**config.mk**
```make
export PLATFORM = sky130hd
export DESIGN_NAME = intid_status_reg
export DESIGN_NICKNAME = d
export VERILOG_FILES = /design/src/rtl/intid_pkg.sv /design/src/rtl/intid_ctrl.sv /design/src/rtl/intid_datapath.sv /design/src/rtl/intid_status_reg.sv
export SDC_FILE = /design/constraint.sdc
export NUM_CORES = 1
export LEC_CHECK = 0
export CORE_UTILIZATION = 27
export DETAILED_ROUTE_END_ITERATION = 10
export GPL_TIMING_DRIVEN = 0
export PLACE_DENSITY = 0.86
export SYNTH_ARGS = -nofsm -noshare
export SYNTH_HDL_FRONTEND = slang
export SYNTH_SLANG_ARGS = --single-unit
```
**constraint.sdc**
```tcl
create_clock -name clk -period 1.6 [get_ports clk]
set_input_delay 0.32 -clock clk [delete_from_list [all_inputs] [get_ports clk]]
set_output_delay 0.32 -clock clk [all_outputs]
set_load 0.01 [all_outputs]
```
**src/rtl/intid_pkg.sv**
```systemverilog
package intid_pkg;
  localparam int ID_W    = 5;
  localparam int MODEM_W = 4;
  localparam int EN_W    = 4;
  localparam int LINE_W  = 8;
  localparam int WORD_W  = 32;
  localparam int BE_W    = WORD_W / 8;

  localparam int EN_RX = 0;
  localparam int EN_TX = 1;
  localparam int EN_LS = 2;
  localparam int EN_MS = 3;

  localparam int ID_LS = 0;
  localparam int ID_RD = 1;
  localparam int ID_TO = 2;
  localparam int ID_TS = 3;
  localparam int ID_MS = 4;

  localparam int RI_IDX = 2;

  typedef struct packed {
    logic [ID_W-1:0]    setId;
    logic [ID_W-1:0]    clrId;
    logic [MODEM_W-1:0] setDelta;
    logic               clrDelta;
  } strobes_t;
endpackage

```
**src/rtl/intid_ctrl.sv**
```systemverilog
module intid_ctrl
  import intid_pkg::*;
(
  input  logic               clk,
  input  logic               rstN,
  input  logic [EN_W-1:0]    cfgEnable,
  input  logic               evLine,
  input  logic               evRxData,
  input  logic               evRxTimeout,
  input  logic               evTxSpace,
  input  logic [MODEM_W-1:0] modemIn,
  input  logic               wrEn,
  input  logic [BE_W-1:0]    wrByteEn,
  input  logic [ID_W-1:0]    wrLowBits,
  output strobes_t           strobes
);
  logic [MODEM_W-1:0] prevModem;
  logic               primed;
  logic [MODEM_W-1:0] deltaHit;
  logic               ackWrite;

  always_ff @(posedge clk) begin
    if (!rstN) begin
      prevModem <= '0;
      primed    <= 1'b0;
    end else begin
      prevModem <= modemIn;
      primed    <= 1'b1;
    end
  end

  for (genvar g = 0; g < MODEM_W; g++) begin : gDelta
    if (g == RI_IDX) begin : gTrail
      assign deltaHit[g] = primed & prevModem[g] & ~modemIn[g];
    end else begin : gAny
      assign deltaHit[g] = primed & (prevModem[g] ^ modemIn[g]);
    end
  end

  assign ackWrite = wrEn & wrByteEn[0];

  always_comb begin
    strobes.setDelta     = deltaHit;
    strobes.setId        = '0;
    strobes.setId[ID_LS] = evLine      & cfgEnable[EN_LS];
    strobes.setId[ID_RD] = evRxData    & cfgEnable[EN_RX];
    strobes.setId[ID_TO] = evRxTimeout & cfgEnable[EN_RX];
    strobes.setId[ID_TS] = evTxSpace   & cfgEnable[EN_TX];
    strobes.setId[ID_MS] = (|deltaHit) & cfgEnable[EN_MS];
    strobes.clrId        = ackWrite ? wrLowBits : '0;
    strobes.clrDelta     = ackWrite & wrLowBits[ID_MS];
  end
endmodule

```
**src/rtl/intid_datapath.sv**
```systemverilog
module intid_datapath
  import intid_pkg::*;
(
  input  logic               clk,
  input  logic               rstN,
  input  strobes_t           strobes,
  input  logic [MODEM_W-1:0] modemIn,
  input  logic [LINE_W-1:0]  lineStat,
  output logic [WORD_W-1:0]  statusWord,
  output logic               irqOut
);
  localparam int PAD_LO = 8 - ID_W;
  localparam int PAD_HI = WORD_W - 16 - LINE_W;

  logic [ID_W-1:0]    pendId;
  logic [MODEM_W-1:0] deltaFlags;

  always_ff @(posedge clk) begin
    if (!rstN) begin
      pendId     <= '0;
      deltaFlags <= '0;
    end else begin
      pendId <= (pendId & ~strobes.clrId) | strobes.setId;
      if (strobes.clrDelta) deltaFlags <= strobes.setDelta;
      else                  deltaFlags <= deltaFlags | strobes.setDelta;
    end
  end

  assign statusWord = {{PAD_HI{1'b0}}, lineStat, modemIn, deltaFlags,
                       {PAD_LO{1'b0}}, pendId};
  assign irqOut     = |pendId;
endmodule

```
**src/rtl/intid_status_reg.sv**
```systemverilog
module intid_status_reg
  import intid_pkg::*;
(
  input  logic               clk,
  input  logic               rstN,
  input  logic [EN_W-1:0]    cfgEnable,
  input  logic               evLine,
  input  logic               evRxData,
  input  logic               evRxTimeout,
  input  logic               evTxSpace,
  input  logic [MODEM_W-1:0] modemIn,
  input  logic [LINE_W-1:0]  lineStat,
  input  logic               wrEn,
  input  logic [BE_W-1:0]    wrByteEn,
  input  logic [WORD_W-1:0]  wrData,
  output logic [WORD_W-1:0]  statusWord,
  output logic               irqOut
);
  strobes_t strobes;

  intid_ctrl u_ctrl (
    .clk(clk), .rstN(rstN), .cfgEnable(cfgEnable),
    .evLine(evLine), .evRxData(evRxData), .evRxTimeout(evRxTimeout),
    .evTxSpace(evTxSpace), .modemIn(modemIn), .wrEn(wrEn),
    .wrByteEn(wrByteEn), .wrLowBits(wrData[ID_W-1:0]), .strobes(strobes)
  );

  intid_datapath u_dp (
    .clk(clk), .rstN(rstN), .strobes(strobes), .modemIn(modemIn),
    .lineStat(lineStat), .statusWord(statusWord), .irqOut(irqOut)
  );
endmodule

```
* Yosys cells after proc, flatten, opt, wreduce, memory -nomap -nowiden
Cells that the tools add are included.
Storage, ports and cells: flip-flop bits (word level) 14, input port bits 59, output and inout bits 33, logic and storage cells 29
Cells by class: muxes and demuxes 3, bitwise logic cells 20, reductions and logical operators 2
Operators with widths (number):
- AND 1 bit | 12
- AND 5 bit | 1
- 2-to-1 mux 5 bit | 1
- inverter 5 bit | 1
- bitwise OR 5 bit | 1
- OR reduction 5 bit | 1
- 2-to-1 mux 4 bit | 1
- bitwise OR 4 bit | 1
- OR reduction 4 bit | 1
- bitwise XOR 1 bit | 3
- 2-to-1 mux 1 bit | 1
- inverter 1 bit | 1

* Logic depth before layout (Yosys ltp)
Gate-level depths: netlist of the first run.
word-level depth 5, mapped depth 3, mapped depth without buffers 3

* Cells and area by module
From an unflattened synthesis of the first run, not the netlist that was laid out.
Second synthesis, totals: cell total of the unflattened synthesis 84, area, all modules 763.2 um2
By module, submodules not included:
- intid_datapath | instances 1, cells an instance 55, area an instance 500.5 um2, sequential area each 180.2 um2
- intid_ctrl | instances 1, cells an instance 29, area an instance 262.8 um2, sequential area each 100.1 um2

* Least setup slack after synthesis of the first run
Ideal clock, no wire load.
path type reg2out, start point reg u_dp.pendId[2], end point out irqOut, data arrival time 612 ps, data required time 1280 ps, setup slack 668 ps, cell stages (with the launch flop) 3, path through dfxtp_1 nor3_1 nand2_1
On the way: word-level cells in the longest chain between the ends 1
RTL lines:
- start, declared | line intid_datapath.sv:15 | logic [ID_W-1:0] pendId;
- start signal, assigned | line intid_datapath.sv:23 | pendId <= (pendId & ~strobes.clrId) | strobes.setId;
- OR reduction 5 bit | line intid_datapath.sv:31 | assign irqOut = |pendId;
- end, declared | line intid_status_reg.sv:17 | output logic irqOut
Every way passes these cells.

* Final worst setup path of the first run
start point reg u_dp.pendId[0], end point out statusWord[0]
RTL lines:
- end, declared | line intid_status_reg.sv:16 | output logic [WORD_W-1:0] statusWord,
No word-level cell between the ends.

==> results of run 1 <==
Yosys cell counts:
| master | number | area [um^2] |
|---|---|---|
| nor2_1 | 1 | 3.75 |
| and2_1 | 3 | 18.8 |
| xor2_1 | 3 | 26.3 |
| o21ai_1 | 1 | 5.00 |
| and2_2 | 1 | 7.51 |
| nor2b_1 | 9 | 56.3 |
| buf_4 | 23 | 173 |
| nor3_1 | 1 | 5.00 |
| nand2_1 | 1 | 3.75 |
| nor4_2 | 1 | 12.5 |
| clkbuf_1 | 1 | 3.75 |
| nand3_2 | 1 | 10.0 |
| conb_1 | 1 | 3.75 |
| dfxtp_1 | 14 | 280 |
| a22oi_1 | 8 | 60.1 |
| nand3_1 | 6 | 30.0 |
final timing paths:
check             cells after the start        endpoint                 from  slack, ps
setup / recovery                      1   statusWord[0]       u_dp.pendId[0]         60
hold / removal                        2  u_dp.pendId[4]       u_dp.pendId[4]        490
setup reg to reg                      3  u_dp.pendId[4]  u_ctrl.prevModem[1]        670
hold reg to reg                       2  u_dp.pendId[4]       u_dp.pendId[4]        490
final cells by class:
type	count	area [um^2]
multi-input combinational	47	285
buffer	24	176
clock buffer	4	36.3
sequential	14	280
fill	229	1220
timing repair buffer	42	414
tap	30	37.5
kinds of logic (layout without fill, tap and decap cells):
family | Yosys count | after routing | share of synthesized area
AO/OA/AOI/OAI | 9 | 9 | 0.0930
XOR/XNOR | 3 | 3 | 0.0376
buffers and inverters | 24 | 70 | 0.252
flip-flops | 14 | 14 | 0.401
other | 1 | 11 | 0.00536
AND/OR/NAND/NOR | 24 | 24 | 0.211
registers in the layout, summed over array words and instances, names as in the netlist:
signal	cells
u_ctrl.prevModem	4
u_dp.deltaFlags	4
u_dp.pendId	5
u_ctrl.primed	1
placed cells by master (no fill, tap or decap), drive strengths merged, types with 4 or more instances in the layout:
cell type / count
clkdlybuf4s50: 37
buf: 23
dfxtp: 14
conb: 11
nor2b: 9
a22oi: 8
nand3: 7
dlygate4sd2: 5
clkbuf: 5
and2: 4
routing by layer:
layer,global-route usage,routed length (um),share of wire,vias up
li1,-,-,-,328
met1,0.122,642,0.36,304
met2,0.276,971,0.55,40
met3,0.0201,151,0.085,2
met4,0.0526,15,0.0084,0
met5,0,0,0,-
power groups by stage:
stage / logic, mW / registers [mW] / clock network [mW]
6_report: 0.248 / 0.388 / 0.249
5_1_grt: 0.270 / 0.391 / 0.269
3_3_place_gp: 0.248 / 0.393 / 0
4_1_cts: 0.249 / 0.388 / 0.251
3_5_place_dp: 0.254 / 0.394 / 0
2_1_floorplan: 0.110 / 0.399 / 0
per-stage QoR:
step / power (mW) / cells / TNS, ps
2_1_floorplan: 0.509 / 85 / 0
3_3_place_gp: 0.642 / 157 / -707
3_5_place_dp: 0.649 / 157 / -740
4_1_cts: 0.888 / 161 / 0
5_1_grt: 0.929 / 161 / 0
6_report: 0.885 / 161 / 0
repair_timing:
action,CTS,global route
buffers inserted,0,0
gates resized for setup,6,0
setup endpoints to repair,5,0
worst reg2reg max path: stages (launching register included):
cell and delay (ps):
dfxtp_1 310, xor2_1 160, nor4_2 250, o21ai_1 90
==> impl_metrics.json, run 1 <==
{
  "htreeDepth": 1,
  "drv_cap": 0,
  "start_util": 0.285,
  "worstSkewPairLatency_ps": 280,
  "status": "complete, no violations",
  "slowest_delay_ps": 560,
  "power.clock.fraction": 0.281,
  "vdd_drop_max_uv": 539,
  "ant_nets": 0,
  "ctsHoldBuffers": 0,
  "seqPwrFrac": 0.438,
  "worst_slack_ps": 62.3,
  "finalWirelength_um": 1780,
  "grt_pass1_wl_um": 2580,
  "p_sw_mw": 0.218,
  "cts_buffers": 3,
  "syn_to_final_growth_pct": 75.8,
  "hold_slack_ps": 487,
  "yosysSeqAreaShare": 0.401,
  "p_leak_nw": 0.539,
  "dieArea_mm2": 0.00280,
  "antenna_found_initial": 0,
  "path_cells": "clkdlybuf4s50_1",
  "final_util": 0.501,
  "hold_path.class": "reg2reg",
  "cp-end-kind": "output port",
  "clock_path_buffers": 2,
  "drc_errors": 0,
  "wl_per_cell_um": 11.1,
  "dieHeight_um": 52.9,
  "antenna_cells": 0,
  "worstPathArrival_ps": 1220,
  "nNetsFinal": 191,
  "grt_max_degree": 11,
  "first_iter_violations": 12,
  "io_pins": 92,
  "drive_gt1_frac": 0.237,
  "rsz0062_at_grt": "no",
  "placed_cell_area_mm2": 0.00119,
  "portBuffers": 42,
  "place_hpwl_um": 1490,
  "p_comb_frac": 0.281,
  "period_needed_ps": 1540,
  "dr_total_vias": 674,
  "die_width_um": 52.9,
  "pre_cts_ws_ps": -199,
  "placementRows": 18,
  "p_int_mw": 0.667,
  "ys_types": 16,
  "syn_avg_cell_area_um2": 9.33,
  "grt_overflow": 0,
  "firstDrtPassIters": 4,
  "path_max_fanout": 3,
  "hold_viol": 0,
  "core_area_mm2": 0.00245,
  "worst_setup_path_start_kind": "flip-flop",
  "power-per-cell-area_mw_per_mm2": 719,
  "cp_top_family": "buffers and inverters",
  "clkSinkCount": 14,
  "swShare": 0.246,
  "synth_warnings": 0,
  "cts_tree": "done",
  "drv_slew": 0,
  "finalSetupViolCount": 0,
  "ys_ff_latch": 14,
  "final.period_utilization": 0.961,
  "required_ps": 1280,
  "gp_congestion": 0.632,
  "track_usage": 0.132,
  "cts-root-buf": "clkbuf_4",
  "crit_slowest_cell": "clkdlybuf4s50_1",
  "clock_skew_ps": 1.06,
  "final_area_mm2": 0.00123,
  "crit_type": "reg2out",
  "fmaxAchievable_mhz": 650,
  "viasPerCell": 4.19,
  "netlist_area_um2": 699,
  "syn-instance-count": 75,
  "critical_path_buf_inv_count": 1,
  "cts.clk_slew.worst_paths_ps": 80,
  "grt_pass1_vias": 589
}
Note: power is estimated with default switching activity, not from simulation.
==> run 2: changes to the inputs <==
Settings changed: SLEW_MARGIN set to 20.
==> results of run 2 <==
Final layout, timing and power as in run 1 (identical DEF).
==> run 3: changes to the inputs <==
Settings changed: ABC_CLOCK_PERIOD_IN_PS set to 1600, CORE_UTILIZATION 27 to 28, PLACE_DENSITY 0.86 to 0.85, SYNTH_HIERARCHICAL set to 1.
==> impl_metrics.json, run 3 <==
{
  "yosysMostFrequentCell": "buf_4",
  "drc_errors": 0,
  "syn_to_final_growth_pct": 68.9,
  "synth_warnings": 6,
  "dieHeight_um": 54.2,
  "yosysTopAreaCell": "dfxtp_1",
  "grt_max_degree": 10,
  "worst_setup_path_start_kind": "input pin",
  "track_usage": 0.132,
  "htreeDepth": 1,
  "r2r_start": "u_ctrl/prevModem[1]",
  "synth-main-ff-cell": "dfxtp_1",
  "placed_cell_area_mm2": 0.00126,
  "finalSetupViolCount": 0,
  "setup-tns-final_ps": 0,
  "dr_total_vias": 699,
  "crit_path_start": "modemIn[0]",
  "path_cells": "clkdlybuf4s50_1 > buf_4 > dlygate4sd2_1",
  "ys_ff_latch": 14,
  "viasPerCell": 4.11,
  "final_common_cell": "clkdlybuf4s50_1",
  "finalWirelength_um": 1730,
  "yosys-top-cells-count": "buf_4, dfxtp_1, nor2b_1, o21a_1, and2_1",
  "syn-instance-count": 84,
  "dieArea_mm2": 0.00294,
  "min-delay-start": "u_ctrl/prevModem[2]",
  "clock_skew_ps": 3.60,
  "start_util": 0.303,
  "power-per-cell-area_mw_per_mm2": 686,
  "clock_path_buffers": 2,
  "nNetsFinal": 200,
  "synth_area_leaders": "dfxtp_1, buf_4, o21a_1",
  "pre_cts_ws_ps": -200,
  "crit_slowest_cell": "clkdlybuf4s50_1",
  "cts.clk_slew.worst_paths_ps": 80,
  "required_ps": 1280,
  "mostFrequentLayoutCells": "clkdlybuf4s50_1, buf_4, dfxtp_1",
  "wl_per_cell_um": 10.2,
  "antenna_found_initial": 0,
  "fmaxAchievable_mhz": 657,
  "grt_pass1_vias": 678,
  "gp_congestion": 0.772,
  "synth-async-reset-ratio": 0,
  "hold_viol": 0,
  "worstReg2RegEnd": "u_dp/deltaFlags[1]",
  "final_area_mm2": 0.00129,
  "antenna_cells": 0,
  "ant_nets": 0,
  "cp-end-kind": "output port",
  "top_regs": "u_dp/pendId (5), u_ctrl/prevModem (4), u_dp/deltaFlags (4)",
  "drv_cap": 0,
  "slowest_delay_ps": 510,
  "worst_slack_ps": 77.6,
  "status": "complete, no violations",
  "final_util": 0.511,
  "regMostFlops": "u_dp/pendId",
  "grt_pass1_wl_um": 2700,
  "die_width_um": 54.2,
  "grt_overflow": 0,
  "cts_tree": "done",
  "portBuffers": 42,
  "netlist_area_um2": 763,
  "place_hpwl_um": 1520,
  "cts_buffers": 3,
  "vdd_drop_max_uv": 417,
  "firstDrtPassIters": 3,
  "largest_reg_flops": 5,
  "rsz0062_at_grt": "no",
  "placementRows": 18,
  "path_max_fanout": 3,
  "period_needed_ps": 1520,
  "drive_gt1_frac": 0.221,
  "clkSinkCount": 14,
  "regToRegSetupSlack_ps": 590,
  "core_area_mm2": 0.00252,
  "syn_avg_cell_area_um2": 9.09,
  "synth_top_area_share": 0.367,
  "crit_type": "in2out",
  "p_leak_nw": 0.606,
  "yosysSeqAreaShare": 0.367,
  "fin_total_pwr_mw": 0.884,
  "final.period_utilization": 0.952,
  "cts-root-buf": "clkbuf_4",
  "worstSkewPairLatency_ps": 270,
  "io_pins": 92,
  "worstPathArrival_ps": 1200,
  "synth-edff-count": 0,
  "hold_path.class": "reg2reg",
  "drv_slew": 0,
  "first_iter_violations": 1,
  "cp-endpoint": "statusWord[12]",
  "ys_types": 17,
  "reg2reg_depth": 3
}
-- run 3: changes by cell type in the layout (fill, tap and decap cells not counted), sizes merged, moves of 3 or more --
cell | previous run | this run
o21a | 0 | 9
a22oi | 8 | 0
nand3 | 7 | 0
and3 | 0 | 5
and2 | 4 | 8
xnor2 | 0 | 3
xor2 | 3 | 0
-- run 3: metal layers --
metal,GRT usage,wire length (um),vias to the layer above
met4,0.0556,23,0
met1,0.115,561,300
met5,0,0,-
met3,0.0472,210,4
li1,-,-,350
met2,0.262,935,45
-- run 3: worst min-delay path by stage --
stage | cells after the start | slack [ps] | to
final | 3 | 600 | u_dp/deltaFlags[2]
after global routing | 1 | 600 | u_ctrl/primed
after CTS | 1 | 590 | u_ctrl/primed
after detailed placement | 2 | 580 | u_dp/deltaFlags[2]
after global placement | 3 | 570 | u_dp/deltaFlags[2]
after floorplan | 0 | 350 | u_ctrl/primed
-- run 3: layout make-up --
type                    instances  area, um^2
fillers                       258        1230
repair buffers                 42         414
multi-input cells              54         329
flip-flops and latches         14         280
plain buffers                  25         188
well taps                      30        37.5
clock buffers                   4        36.3
inverters                       1        3.75
-- run 3: where the power goes --
| part | switching (mW) | leakage (nW) | internal (mW) |
|---|---|---|---|
| registers | 0.0136 | 0.116 | 0.371 |
| logic | 0.0855 | 0.469 | 0.167 |
| clock network | 0.108 | 0.0210 | 0.138 |
| total | 0.207 | 0.606 | 0.677 |
-- run 3: kinds of logic after synthesis --
group,share of synthesized area
xor gates and xnor gates,0.0344
buffers and inverters,0.251
AOI/OAI and AO/OA,0.100
DFF,0.367
other,0.00491
and+or+nand+nor,0.243
-- run 3: timing repair --
item / in CTS / in global routing
setup endpoints to repair: 5 / 0
resized for setup: 5 / 0
buffers inserted: 0 / 0
hold buffers: 0 / 0
-- run 3: through the flow --
stage	hold WS [ps]	std cells
CTS	594	170
global route	595	170
detailed placement	576	166
floorplan	348	94
global placement	574	166
finish	597	170
-- run 3: worst max-delay path: cells and delay by family --
kind	cells	cell delay, ps
buf+inv	3	880
